<file path="src/rtl/dmask_pkg.sv">
package dmask_pkg;

    localparam int DEFAULT_WIDTH = 16;

    typedef enum logic {
        MSEL_PRIMARY = 1'b0,
        MSEL_SHIFTER = 1'b1
    } mask_sel_e;

    typedef enum logic [1:0] {
        SH_HOLD  = 2'd0,
        SH_LOAD  = 2'd1,
        SH_LEFT  = 2'd2,
        SH_RIGHT = 2'd3
    } shift_op_e;

    typedef enum logic [1:0] {
        BK_HOLD = 2'd0,
        BK_LOAD = 2'd1,
        BK_SWAP = 2'd2
    } bank_op_e;

    function automatic shift_op_e decode_shift(input logic ld, input logic lft, input logic rgt);
        if (ld)
            return SH_LOAD;
        else if (lft && !rgt)
            return SH_LEFT;
        else if (rgt && !lft)
            return SH_RIGHT;
        else
            return SH_HOLD;
    endfunction

    function automatic bank_op_e decode_bank(input logic ld, input logic sw);
        if (ld)
            return BK_LOAD;
        else if (sw)
            return BK_SWAP;
        else
            return BK_HOLD;
    endfunction

endpackage

</file>
<file path="src/rtl/dmask_bank.sv">
module dmask_bank
    import dmask_pkg::*;
#(
    parameter int W = DEFAULT_WIDTH
) (
    input  logic         clk,
    input  logic         rst,
    input  logic         load,
    input  logic         swap,
    input  logic [W-1:0] din,
    output logic [W-1:0] fg
);

    logic [W-1:0] bg;
    bank_op_e     op;

    assign op = decode_bank(load, swap);

    always_ff @(posedge clk) begin
        if (rst) begin
            fg <= '0;
            bg <= '0;
        end else begin
            case (op)
                BK_LOAD: fg <= din;
                BK_SWAP: begin
                    fg <= bg;
                    bg <= fg;
                end
                default: ;
            endcase
        end
    end

    AST_BANK_RESET: assert property (@(posedge clk) rst |=> (fg == '0 && bg == '0));

    AST_BANK_LOAD: assert property (@(posedge clk) disable iff (rst)
        load |=> (fg == $past(din) && bg == $past(bg)));

    AST_BANK_SWAP: assert property (@(posedge clk) disable iff (rst)
        (swap && !load) |=> (fg == $past(bg) && bg == $past(fg)));

    AST_BANK_IDLE: assert property (@(posedge clk) disable iff (rst)
        (!swap && !load) |=> $stable(fg));

endmodule

</file>
<file path="src/rtl/dmask_shifter.sv">
module dmask_shifter
    import dmask_pkg::*;
#(
    parameter int W = DEFAULT_WIDTH
) (
    input  logic         clk,
    input  logic         rst,
    input  logic         load,
    input  logic         shl,
    input  logic         shr,
    input  logic [W-1:0] din,
    output logic [W-1:0] q
);

    shift_op_e op;

    assign op = decode_shift(load, shl, shr);

    always_ff @(posedge clk) begin
        if (rst) begin
            q <= '0;
        end else begin
            case (op)
                SH_LOAD:  q <= din;
                SH_LEFT:  q <= {q[W-2:0], 1'b0};
                SH_RIGHT: q <= {1'b0, q[W-1:1]};
                default:  ;
            endcase
        end
    end

    AST_SHIFT_RESET: assert property (@(posedge clk) rst |=> (q == '0));

    AST_SHIFT_LOAD: assert property (@(posedge clk) disable iff (rst)
        load |=> (q == $past(din)));

    AST_SHIFT_LEFT: assert property (@(posedge clk) disable iff (rst)
        (shl && !shr && !load) |=> (q[0] == 1'b0 && q[W-1:1] == $past(q[W-2:0])));

    AST_SHIFT_RIGHT: assert property (@(posedge clk) disable iff (rst)
        (shr && !shl && !load) |=> (q[W-1] == 1'b0 && q[W-2:0] == $past(q[W-1:1])));

    AST_SHIFT_CONFLICT: assert property (@(posedge clk) disable iff (rst)
        (shl && shr && !load) |=> $stable(q));

endmodule

</file>
<file path="src/rtl/dmask_apply.sv">
module dmask_apply
    import dmask_pkg::*;
#(
    parameter int W = DEFAULT_WIDTH
) (
    input  logic [W-1:0] mask,
    input  logic [W-1:0] comparand,
    input  logic [W-1:0] dest_old,
    input  logic [W-1:0] write_data,
    output logic [W-1:0] cmp_enable,
    output logic [W-1:0] cmp_key,
    output logic [W-1:0] write_merged
);

    for (genvar i = 0; i < W; i++) begin : g_bit
        assign cmp_enable[i]   = ~mask[i];
        assign cmp_key[i]      = comparand[i] & ~mask[i];
        assign write_merged[i] = mask[i] ? dest_old[i] : write_data[i];
    end

    always_comb begin
        AST_MERGE_KEEPS_MASKED: assert (((write_merged ^ dest_old) & mask) == '0);
        AST_MERGE_TAKES_OPEN: assert (((write_merged ^ write_data) & ~mask) == '0);
        AST_KEY_CLEARED: assert ((cmp_key & mask) == '0);
    end

endmodule

</file>
<file path="src/rtl/dmask_unit.sv">
module dmask_unit
    import dmask_pkg::*;
#(
    parameter int W = DEFAULT_WIDTH
) (
    input  logic         clk,
    input  logic         rst,
    input  logic         mask_sel,
    input  logic         m1_load,
    input  logic         m1_swap,
    input  logic         m2_load,
    input  logic         m2_shl,
    input  logic         m2_shr,
    input  logic [W-1:0] load_data,
    input  logic [W-1:0] comparand,
    input  logic [W-1:0] dest_old,
    input  logic [W-1:0] write_data,
    output logic [W-1:0] active_mask,
    output logic [W-1:0] cmp_enable,
    output logic [W-1:0] cmp_key,
    output logic [W-1:0] write_merged
);

    logic [W-1:0] m1_fg;
    logic [W-1:0] m2_q;
    mask_sel_e    sel;

    assign sel = mask_sel_e'(mask_sel);

    dmask_bank #(.W(W)) u_bank (
        .clk  (clk),
        .rst  (rst),
        .load (m1_load),
        .swap (m1_swap),
        .din  (load_data),
        .fg   (m1_fg)
    );

    dmask_shifter #(.W(W)) u_shift (
        .clk  (clk),
        .rst  (rst),
        .load (m2_load),
        .shl  (m2_shl),
        .shr  (m2_shr),
        .din  (load_data),
        .q    (m2_q)
    );

    always_comb begin
        case (sel)
            MSEL_SHIFTER: active_mask = m2_q;
            default:      active_mask = m1_fg;
        endcase
    end

    dmask_apply #(.W(W)) u_apply (
        .mask         (active_mask),
        .comparand    (comparand),
        .dest_old     (dest_old),
        .write_data   (write_data),
        .cmp_enable   (cmp_enable),
        .cmp_key      (cmp_key),
        .write_merged (write_merged)
    );

    AST_M2_UNTOUCHED: assert property (@(posedge clk) disable iff (rst)
        (!m2_load && !m2_shl && !m2_shr) |=> $stable(m2_q));

endmodule

</file>
<file path="config.mk">
export PLATFORM = sky130hd
export DESIGN_NAME = dmask_unit
export DESIGN_NICKNAME = d
export VERILOG_FILES = /design/src/rtl/dmask_pkg.sv /design/src/rtl/dmask_bank.sv /design/src/rtl/dmask_shifter.sv /design/src/rtl/dmask_apply.sv /design/src/rtl/dmask_unit.sv
export SDC_FILE = /design/constraint.sdc
export NUM_CORES = 1
export LEC_CHECK = 0
export CAP_MARGIN = 40
export CORE_ASPECT_RATIO = 1.4
export CORE_MARGIN = 2
export CORE_UTILIZATION = 43
export CTS_CLUSTER_DIAMETER = 80
export DETAILED_ROUTE_END_ITERATION = 10
export PLACE_DENSITY = 0.86
export SLEW_MARGIN = 20
export SYNTH_ARGS = -nofsm -noshare
export SYNTH_HDL_FRONTEND = slang
export SYNTH_HIERARCHICAL = 1
export SYNTH_SLANG_ARGS = --single-unit
</file>
<file path="constraint.sdc">
create_clock -name clk -period 2.4 [get_ports clk]
set_input_delay 0.72 -clock clk [delete_from_list [all_inputs] [get_ports clk]]
set_output_delay 0.72 -clock clk [all_outputs]
set_load 0.05 [all_outputs]
</file>
==> results.ini <==
[run_status]
outcome=complete, but fails checks
violations=setup timing

[sta]
skew_ps=9.500
min_period_ps=2489
rsz0062_at_grt=yes
slew_viol_final=0
fin_ws_ps=-89.27
max_freq_mhz=401.7
hold_viol=0
setup_viol=30
worstMarginPinSlew_ps=781.1
min_period_over_period_pct=103.7
slew_headroom_pct=47.93

[critical_path]
arrival_ps=1770
path_max_fanout=8
rr_worst_depth=3
crit_required_ps=1680
crit_path_end_kind=output port
rrSetupSlack_ps=1300
worstReg2RegEnd=u_shift/q[14]
start_kind=input pin
path_class=in -> out
rr_startpoint=u_shift/q[13]

[floorplan]
io_pins=136
core_um2=6982
die_area_um2=7891
die_x_um=75.65
start_util_pct=44.27
rows=36
die_h_um=104.3

[yosys]
synth_common_cells=dfxtp_1, nor2_1, mux2_4
yosysSeqAreaShare_pct=31.09
synth-edff-count=0
yosysUniqueCellTypes=30
synth_cells=309
yosysMostFrequentCell=dfxtp_1
synth_ff_type=dfxtp_1
syn-num-nets=382
synth.largest_area_cell=dfxtp_1
async_flop_share_pct=0
synth.area.top_cells=dfxtp_1, mux2_4, mux2i_1
syn_area_per_cell_um2=10.00
synth-seq-cells=48
yosys_warnings=6
netlist.area_leader.share_pct=31.09
syn_area_um2=3090

[placement]
portBuffers=135
dpl.cell_count=551
pre_cts_slack_ps=-627.4
dp_hpwl_um=6457
gp_congestion=0.7833

[power_and_ir_drop]
p_leak_nw=2.317
powerDensity_nw_per_um2=531.8
vdd_drop_max_v=0.0005490
total_power_mw=2.813

[global_route]
antenna_found_initial=0
overflow=0
grt_pass1_vias=3048
grtUsageTotal_pct=22.32
grt_pass1_wl_um=13940
grt_max_degree=25

[clock_tree]
cts_tree=done
clock_latency_ps=310
cts.clk_slew.worst_paths_ps=80
cts_max_level=2
hold_buffers=0
cts-root-buf=clkbuf_8
cts_buffers=5
cts.sinks=48
clock_tree.buffer_depth=2

[detailed_routing]
wl_per_cell_um=15.57
post_drt_via_cell_ratio=5.121
drtIter0Drc=124
drc_errors=0
dr.pass1.iters=4
drtAntennaViolNets=0
drt-total-wl_um=8733
routed-via-count=2873

[min_path]
holdCritPathClass=reg -> reg
hold_path.startpoint=u_bank/bg[3]
worst_hold_path.endpoint=u_bank/bg[3]
worstHoldPathCells=2

[cells_and_area]
fin_nets=538
fillers=450
drive_gt1_share_pct=43.13
area_growth_pct=71.13
multiInputGateArea_um2=1877
ff_latch_area_um2=960.9
fin_cells=561
diodes=0

[run]
max-cap-violations=0

[cells in the final DEF (no fill, tap or decap), drive strengths merged, types with 3 or more instances in the layout]
cell / instances
a2111oi: 11
a21o: 3
a21oi: 21
a221o: 3
and2b: 16
buf: 102
clkbuf: 6
clkdlybuf4s50: 69
dfxtp: 48
inv: 20
mux2: 48
mux2i: 30
nand2: 32
nor2: 42
nor3: 5
[metrics by stage]
step / area, um^2 / util, % / setup TNS [ps] / hold slack (ps)
3_3_place_gp: 5039 / 72.17 / -29700 / 437.8
5_1_grt: 5289 / 75.75 / -1964 / 488.1
3_5_place_dp: 5039 / 72.17 / -30610 / 450.7
6_report: 5289 / 75.75 / -1360 / 460.8
2_1_floorplan: 3114 / - / -2107 / 426.8
4_1_cts: 5289 / 75.75 / -1445 / 461.2
[cell type report]
type	count	share of cell area (%)
clock inverters	2	0.6624
flip-flops and latches	48	18.17
inverters	20	1.419
repair buffers	171	40.64
multi-input cells	219	35.49
clock buffers	6	1.372
well taps	95	2.247
[cells by family after synthesis]
logic type | after synthesis | share of synthesized area (%)
AOI/OAI and AO/OA | 41 | 11.86
adders and majority gates | 1 | 0.4048
buffers and inverters | 42 | 9.554
DFF | 48 | 31.09
muxes | 78 | 31.58
and+or+nand+nor | 99 | 15.51
[timing repair]
action	4_1_cts	5_1_grt
setup endpoints to repair	64	41
resized for setup	38	9
cloned	1	0
setup buffers	3	0
[routing by layer]
metal / up-vias / track usage, % / share of wire, %
met5: - / 0 / 0
met4: 0 / 7.895 / 2.3
met1: 1349 / 25.31 / 38
met2: 143 / 39.07 / 53
li1: 1362 / - / -
met3: 19 / 5.426 / 7.3
[state kept, by name (all words and copies together), names as in the netlist]
register and cells:
u_bank/bg 16, u_bank/fg 16, u_shift/q 16
[worst max-delay path, cell delays in order]
cell and delay (ps):
buf_12 110, buf_12 140, mux2_4 320, mux2_4 310, buf_8 150
[worst max path at each step]
| stage | startpoint | to | slack [ps] |
|---|---|---|---|
| 4_1_cts | mask_sel | write_merged[5] | -90 |
| 2_1_floorplan | mask_sel | write_merged[10] | -90 |
| 6_report | mask_sel | write_merged[5] | -90 |
| 3_3_place_gp | mask_sel | write_merged[3] | -610 |
| 5_1_grt | mask_sel | write_merged[5] | -110 |
| 3_5_place_dp | mask_sel | write_merged[3] | -630 |
[power by group]
part	total, mW	internal, mW	switching [mW]
sequential	0.889	0.843	0.0459
combinational	1.34	0.684	0.658
clock	0.582	0.309	0.273
total	2.81	1.84	0.976
No activity file was read; power rests on OpenSTA's default activity.
